===== src/rtl/bmc_pkg.sv =====
package bmc_pkg;

    localparam int AUDIO_W     = 24;
    localparam int NARROW_W    = 16;
    localparam int SLOTS       = 32;
    localparam int SYNC_SLOTS  = 4;
    localparam int FRAME_HALVES = SLOTS * 2 * 2;
    localparam int TICK_W      = $clog2(FRAME_HALVES);
    localparam int SLOT_W      = $clog2(SLOTS);

    typedef enum logic [1:0] {
        RATE_44K1 = 2'd0,
        RATE_48K  = 2'd1,
        RATE_32K  = 2'd2,
        RATE_RSVD = 2'd3
    } rate_e;

    typedef enum logic [1:0] {
        SYNC_BLOCK = 2'd0,
        SYNC_LEFT  = 2'd1,
        SYNC_RIGHT = 2'd2
    } sync_e;

    // position of one half-cell inside a frame; packs exactly into a tick
    typedef struct packed {
        logic              right;
        logic [SLOT_W-1:0] slot;
        logic              half;
    } cell_pos_t;

    typedef struct packed {
        logic [AUDIO_W-1:0] left;
        logic [AUDIO_W-1:0] right;
    } stereo_t;

    // half-cell levels for a line that stood low, first half-cell in bit 7
    function automatic logic [7:0] sync_pattern(sync_e kind);
        case (kind)
            SYNC_BLOCK: return 8'b1110_1000;
            SYNC_LEFT:  return 8'b1110_0010;
            default:    return 8'b1110_0100;
        endcase
    endfunction

    // channel-status bit for a frame index within the block
    function automatic logic status_bit(int unsigned idx, rate_e rate);
        if (idx == 24) return rate == RATE_32K;
        if (idx == 25) return (rate == RATE_48K) || (rate == RATE_32K);
        return 1'b0;
    endfunction

    // place a raw sample into the 24-bit audio word
    function automatic logic [AUDIO_W-1:0] place_word(logic [AUDIO_W-1:0] raw, logic narrow);
        if (narrow) return {raw[NARROW_W-1:0], {(AUDIO_W-NARROW_W){1'b0}}};
        return raw;
    endfunction

endpackage


===== src/rtl/bmc_timing.sv =====
module bmc_timing
    import bmc_pkg::*;
#(
    parameter int BLOCK_LEN = 192
) (
    input  logic                         clk,
    input  logic                         rst,
    output cell_pos_t                    pos_q,
    output cell_pos_t                    pos_n,
    output logic [$clog2(BLOCK_LEN)-1:0] frame_n,
    output logic                         block_start_n,
    output logic                         load_win
);
    localparam int FRM_W = $clog2(BLOCK_LEN);
    localparam logic [TICK_W-1:0] LAST_TICK  = TICK_W'(FRAME_HALVES - 1);
    localparam logic [FRM_W-1:0]  LAST_FRAME = FRM_W'(BLOCK_LEN - 1);

    logic [TICK_W-1:0] tick_q;
    logic [TICK_W-1:0] tick_n;
    logic [FRM_W-1:0]  frame_q;
    logic              wrap;

    always_comb begin
        wrap    = (tick_q == LAST_TICK);
        tick_n  = wrap ? '0 : tick_q + 1'b1;
        frame_n = frame_q;
        if (wrap) frame_n = (frame_q == LAST_FRAME) ? '0 : frame_q + 1'b1;
        block_start_n = wrap && (frame_n == '0);
    end

    always_ff @(posedge clk) begin
        if (rst) begin
            tick_q  <= LAST_TICK;
            frame_q <= LAST_FRAME;
        end else begin
            tick_q  <= tick_n;
            frame_q <= frame_n;
        end
    end

    assign pos_q    = cell_pos_t'(tick_q);
    assign pos_n    = cell_pos_t'(tick_n);
    assign load_win = wrap;


    take_once_chk: assert property (@(posedge clk) disable iff (rst)
        load_win |=> !load_win);


    frame_bound_chk: assert property (@(posedge clk) disable iff (rst)
        frame_q <= LAST_FRAME);

endmodule


===== src/rtl/bmc_frame_src.sv =====
module bmc_frame_src
    import bmc_pkg::*;
#(
    parameter int BLOCK_LEN = 192,
    parameter int CNT_W     = 16
) (
    input  logic                         clk,
    input  logic                         rst,
    input  logic                         load_win,
    input  logic                         block_start_n,
    input  cell_pos_t                    pos_n,
    input  logic [$clog2(BLOCK_LEN)-1:0] frame_n,
    input  logic                         s_valid,
    input  logic [AUDIO_W-1:0]           s_left,
    input  logic [AUDIO_W-1:0]           s_right,
    input  logic                         use16,
    input  logic [1:0]                   rate_sel,
    output logic                         cell_bit,
    output logic [CNT_W-1:0]             consumed,
    output logic                         take_pulse
);
    stereo_t            words_q;
    rate_e              rate_q;
    logic               accept;
    logic [AUDIO_W-1:0] word;
    logic               cs;
    logic               par;
    logic [SLOTS-1:0]   payload;

    assign accept = load_win && s_valid;

    always_ff @(posedge clk) begin
        if (rst) begin
            words_q    <= '0;
            rate_q     <= RATE_44K1;
            consumed   <= '0;
            take_pulse <= 1'b0;
        end else begin
            take_pulse <= accept;
            if (accept) consumed <= consumed + 1'b1;
            if (load_win) begin
                if (accept) begin
                    words_q.left  <= place_word(s_left, use16);
                    words_q.right <= place_word(s_right, use16);
                end else begin
                    words_q <= '0;
                end
            end
            if (block_start_n) rate_q <= rate_e'(rate_sel);
        end
    end

    // slot layout: [31] parity, [30] status, [29] user, [28] validity,
    // [27:4] audio word LSB first, [3:0] sync (driven by the coder)
    always_comb begin
        word     = pos_n.right ? words_q.right : words_q.left;
        cs       = status_bit(int'(frame_n), rate_q);
        par      = ^{cs, word};
        payload  = {par, cs, 1'b0, 1'b0, word, {SYNC_SLOTS{1'b0}}};
        cell_bit = payload[pos_n.slot];
    end


    silent_count_chk: assert property (@(posedge clk) disable iff (rst)
        (load_win && !s_valid) |=> $stable(consumed) && (words_q == '0));


    pulse_count_chk: assert property (@(posedge clk) disable iff (rst)
        take_pulse |-> consumed == $past(consumed) + 1'b1);

endmodule


===== src/rtl/bmc_line_coder.sv =====
module bmc_line_coder
    import bmc_pkg::*;
(
    input  logic      clk,
    input  logic      rst,
    input  cell_pos_t pos_q,
    input  cell_pos_t pos_n,
    input  logic      first_frame_n,
    input  logic      cell_bit,
    output logic      line_q
);
    sync_e      kind;
    logic [7:0] pat;
    logic [2:0] pidx;
    logic       base;
    logic       lead_n;
    logic       nxt;
    logic       ref_q;

    always_comb begin
        if (pos_n.right)        kind = SYNC_RIGHT;
        else if (first_frame_n) kind = SYNC_BLOCK;
        else                    kind = SYNC_LEFT;
        pat    = sync_pattern(kind);
        pidx   = {pos_n.slot[1:0], pos_n.half};
        lead_n = (pos_n.slot == '0) && !pos_n.half;
        base   = lead_n ? line_q : ref_q;
        if (pos_n.slot < SLOT_W'(SYNC_SLOTS))
            nxt = pat[3'd7 - pidx] ^ base;
        else if (!pos_n.half)
            nxt = ~line_q;
        else
            nxt = line_q ^ cell_bit;
    end

    always_ff @(posedge clk) begin
        if (rst) begin
            line_q <= 1'b0;
            ref_q  <= 1'b0;
        end else begin
            line_q <= nxt;
            if (lead_n) ref_q <= line_q;
        end
    end


    cell_edge_chk: assert property (@(posedge clk) disable iff (rst)
        (pos_q.slot >= SLOT_W'(SYNC_SLOTS) && !pos_q.half) |-> line_q != $past(line_q));


    sync_edge_chk: assert property (@(posedge clk) disable iff (rst)
        (pos_q.slot == '0 && !pos_q.half) |-> line_q != $past(line_q));


    level_return_chk: assert property (@(posedge clk) disable iff (rst)
        (pos_q.slot == SLOT_W'(SLOTS - 1) && pos_q.half) |-> line_q == ref_q);

endmodule


===== src/rtl/bmc_audio_tx.sv =====
module bmc_audio_tx
    import bmc_pkg::*;
#(
    parameter int BLOCK_LEN = 192,
    parameter int CNT_W     = 16
) (
    input  logic               clk,
    input  logic               rst,
    input  logic               s_valid,
    output logic               s_ready,
    input  logic [AUDIO_W-1:0] s_left,
    input  logic [AUDIO_W-1:0] s_right,
    input  logic               use16,
    input  logic [1:0]         rate_sel,
    output logic               line_out,
    output logic [CNT_W-1:0]   consumed,
    output logic               take_pulse
);
    localparam int FRM_W = $clog2(BLOCK_LEN);

    cell_pos_t        pos_q;
    cell_pos_t        pos_n;
    logic [FRM_W-1:0] frame_n;
    logic             block_start_n;
    logic             load_win;
    logic             cell_bit;
    logic             first_frame_n;

    bmc_timing #(.BLOCK_LEN(BLOCK_LEN)) u_timing (
        .clk           (clk),
        .rst           (rst),
        .pos_q         (pos_q),
        .pos_n         (pos_n),
        .frame_n       (frame_n),
        .block_start_n (block_start_n),
        .load_win      (load_win)
    );

    bmc_frame_src #(.BLOCK_LEN(BLOCK_LEN), .CNT_W(CNT_W)) u_src (
        .clk           (clk),
        .rst           (rst),
        .load_win      (load_win),
        .block_start_n (block_start_n),
        .pos_n         (pos_n),
        .frame_n       (frame_n),
        .s_valid       (s_valid),
        .s_left        (s_left),
        .s_right       (s_right),
        .use16         (use16),
        .rate_sel      (rate_sel),
        .cell_bit      (cell_bit),
        .consumed      (consumed),
        .take_pulse    (take_pulse)
    );

    assign first_frame_n = (frame_n == '0);

    bmc_line_coder u_coder (
        .clk           (clk),
        .rst           (rst),
        .pos_q         (pos_q),
        .pos_n         (pos_n),
        .first_frame_n (first_frame_n),
        .cell_bit      (cell_bit),
        .line_q        (line_out)
    );

    assign s_ready = load_win;


    reset_level_chk: assert property (@(posedge clk)
        $past(rst) && rst |-> !line_out && consumed == '0 && !take_pulse);

endmodule


===== config.mk =====
export PLATFORM = sky130hd
export DESIGN_NAME = bmc_audio_tx
export DESIGN_NICKNAME = d
export VERILOG_FILES = /design/src/rtl/bmc_pkg.sv /design/src/rtl/bmc_timing.sv /design/src/rtl/bmc_frame_src.sv /design/src/rtl/bmc_line_coder.sv /design/src/rtl/bmc_audio_tx.sv
export SDC_FILE = /design/constraint.sdc
export NUM_CORES = 1
export LEC_CHECK = 0
export ABC_AREA = 1
export BUFFER_PORTS_ARGS = -buffer_cell sky130_fd_sc_hd__buf_2
export CAP_MARGIN = 20
export CORE_MARGIN = 2
export CORE_UTILIZATION = 35
export CTS_BUF_LIST = sky130_fd_sc_hd__clkbuf_4
export CTS_CLUSTER_DIAMETER = 40
export DETAILED_ROUTE_END_ITERATION = 6
export PLACE_DENSITY_LB_ADDON = 0.08
export SETUP_SLACK_MARGIN = 0.4
export SLEW_MARGIN = 10
export SYNTH_ARGS = -nofsm -noshare
export SYNTH_HDL_FRONTEND = slang
export SYNTH_SLANG_ARGS = --single-unit

===== constraint.sdc =====
create_clock -name clk -period 2.6 [get_ports clk]
set_input_delay 0.39 -clock clk [delete_from_list [all_inputs] [get_ports clk]]
set_output_delay 0.39 -clock clk [all_outputs]
set_load 0.05 [all_outputs]

==> impl_metrics.toml <==
[timing]
fin_skew_ns = 0.0172
slew_viol_final = 0
worstMarginPinSlew_ns = 0.587
rsz0062_at_grt = "true"
layout_setup_ws_ns = -0.0560
setup_viol = 1
hold_viol = 0
maxSlewHeadroom = 0.608
fmax_ghz = 0.377
min_period_over_period = 1.02
period_needed_ns = 2.66

[yosys]
synthXorXnorAreaFrac = 0.00865
synth-seq-area-share = 0.332
synth_top_family_by_area = "simple AND/OR/NAND/NOR gates"
ys_seq_elements = 84
synth-simple-area-share = 0.320
synth_edf_count = 0
synthAdderAreaFrac = 0.0124
synth_mux_area_frac = 0.0652
synth_cell_types = 37
synthCells = 774
synth_area_per_cell_um2 = 6.54
syn_area_um2 = 5060
ys_warn_count = 0
synth_nets = 833
synthArstFlopShare = 0
synthFlopType = "dfxtp_1"
synth-compound-area-share = 0.149

[clock_tree]
cts.sinks = 84
cts_root_buffer = "clkbuf_4"
clk_pin_slew_ns = 0.14
cts_tree = "built"
clk_latency_ns = 0.46
cts_made_buffers = 9
cts.path.max_buffers = 2
h-tree-depth = 3

[place]
hpwl_um = 11400
gp_congestion = 0.867
port_buffers = 72
post-place-cells = 1041

[global_routing]
grt_pass1_wl_um = 24700
grt_pass1_vias = 4945
overflow = 0
antenna_found_initial = 1
grt_max_degree = 39
grt_usage = 0.196

[status]
status = "complete, but fails checks"
violations = "negative setup slack"

[final_layout]
finish.utilization = 0.476
final_layout_size_suffix_gt1_frac = 0.263
areaGrowthSynthToFinish_pct = 31.4
instances_no_fill = 1076
nNetsFinal = 950

[power_and_ir_drop]
pwr-share-seq = 0.204
power_uw = 7990
pwr_density_cell_nw_per_um2 = 1200
combPwrFrac = 0.686
swShare = 0.488
ir_drop_uv = 398
switching_power_uw = 3890
internal-power_uw = 4090
power_leakage_uw = 0.00308
clockPowerShare = 0.111

[setup_path]
worst-path-buf-inv = 5
critPathMaxFanout = 7
crit_path_top_delay_cell = "dfxtp_2"
cp_cell_sequence = "ha_4 -> nand3_4 -> inv_2 -> nand2_4 -> buf_12 -> buf_4 -> nor2_4 -> nand3_4 -> xor2_2 -> inv_1 -> nor2_1 -> nand3_1 -> nor2_1 -> inv_1 -> nand2_1 -> nand3_1 -> nand2_1 -> nand2_1 -> nand3_1 -> nand2_1 -> nor2_1 -> nor2_1"
critPathKind = "reg2reg"
cp-end-kind = "flop"
cp_data_required_time_ns = 2.98
cp_top_family = "simple AND/OR/NAND/NOR gates"
rrSetupSlack_ns = -0.06
start_kind = "flop"
cp_data_arrival_time_ns = 3.04
slowest_delay_ns = 0.38

[hold_path]
hp-class = "in2reg"

[route]
drtIter0Drc = 257
antenna_left = 0
wl_per_cell_um = 14.5
via_per_inst = 5.00
vias = 5382
dr.pass1.iters = 5
drt_wl_total_um = 15600
drc = 0

[floorplan]
io_pins = 73
die_y_um = 124
rows = 43
coreArea_um2 = 14000
start_util = 0.362
dieArea_um2 = 15400
die_w_um = 124

[run]
maxCapViolCount = 0
sequential cells by signal, summed over array words and instances (netlist names):
name	cells
u_timing.frame_q	8
u_src.take_pulse	1
u_coder.line_q	1
u_src.consumed	16
u_src.words_q	48
u_timing.pos_q	7
u_src.rate_q	2
u_coder.ref_q	1
tightest hold or removal path, delay by kind of cell:
kind / cells / cell delay, ns
AND/OR/NAND/NOR: 2 / 0.11
buffers and inverters: 1 / 0.08
cell type report:
type                    count  area [µm²]
fillers                  1425        7330
multi-input cells         551        3120
flip-flops and latches     84        1680
repair buffers            143        1070
inverters                 102         390
well taps                 180         225
clock buffers              11        82.6
clock inverters             4        75.1
diodes                      1        2.50
routing by layer:
layer | up-vias | routed length (µm) | global-route usage
met3 | 18 | 545 | 0.0352
met4 | 0 | 284 | 0.0608
met1 | 2494 | 7820 | 0.279
met5 | - | 0 | 0
met2 | 101 | 6990 | 0.301
li1 | 2769 | - | -
stage by stage:
stage	setup WS, ns	hold WS [ns]	instance area (µm²)	setup TNS, ns
finish	-0.0560	0.160	6650	-0.0560
floorplan	0.206	0.435	5090	0
global route	-0.248	0.137	6650	-0.248
detailed placement	-0.0820	0.439	5920	-0.0820
global placement	-0.0600	0.429	5920	-0.0600
CTS	0.00416	0.116	6290	0
synth_stat cells (3+ instances only):
cell type	instances	area share
nand4_1	4	0.0049
o21ai_0	19	0.019
nand3_1	61	0.060
inv_2	3	0.0022
buf_2	6	0.0059
ha_1	5	0.012
o32ai_1	27	0.047
clkbuf_1	25	0.019
xor2_1	5	0.0086
nand3b_1	5	0.0074
nor3_1	11	0.011
nor2_1	42	0.031
inv_1	98	0.073
mux2i_1	33	0.065
a21oi_1	31	0.031
o211ai_1	5	0.0074
o21ai_1	11	0.011
nand2_1	266	0.20
dfxtp_1	84	0.33
buf_6	5	0.011
o21ai_2	5	0.0086
o2111ai_1	3	0.0052
cell usage in the layout, fill, tap and decap left out, types with 6 or more instances in the layout:
master    Yosys  layout
o32ai_1      27      27
buf_12        0       8
nor2_1       42      29
clkbuf_4      0      11
nand3_1      61      55
inv_1        98      93
buf_4         0      57
nor2_2        0       6
dfxtp_1      84      82
a21oi_1      31      30
nor2_4        0       7
inv_2         3       7
nand2_1     266     247
nor3_1       11       8
nand2_2       0      16
o21ai_2       5      13
buf_2         6      71
mux2i_1      33      32
o21ai_0      19      15
power by group through the flow:
stage / logic [µW] / clock network (µW) / registers (µW)
finish: 5480 / 886 / 1630
global route: 6070 / 980 / 1650
CTS: 4910 / 922 / 1620
detailed placement: 4540 / 0 / 1650
global placement: 4470 / 0 / 1640
floorplan: 3130 / 0 / 1690
logic make-up after synthesis:
| logic type | Yosys count |
|---|---|
| AOI/OAI and AO/OA | 113 |
| adders and majority gates | 5 |
| and+or+nand+nor | 395 |
| DFF | 84 |
| xor gates and xnor gates | 5 |
| muxes | 33 |
| buffers and inverters | 139 |
what timing repair did:
action                                  4_1_cts  5_1_grt
gates resized for setup                      45       59
buffers inserted                              5       11
hold buffers                                  0        0
pin swaps                                     9       24
endpoints found under the setup margin       62       56
cloned                                        1        2
path summary, 6_finish.rpt:
kind | startpoint | end | depth (start not counted)
worst max-delay path | u_timing.pos_q[1] | u_coder.line_q | 22
worst min-delay path | rate_sel[1] | u_src.rate_q[1] | 3
worst max register to register | u_timing.pos_q[1] | u_coder.line_q | 22
worst min register to register | u_src.consumed[15] | u_src.consumed[15] | 1
(Power assumes the default switching activity.)
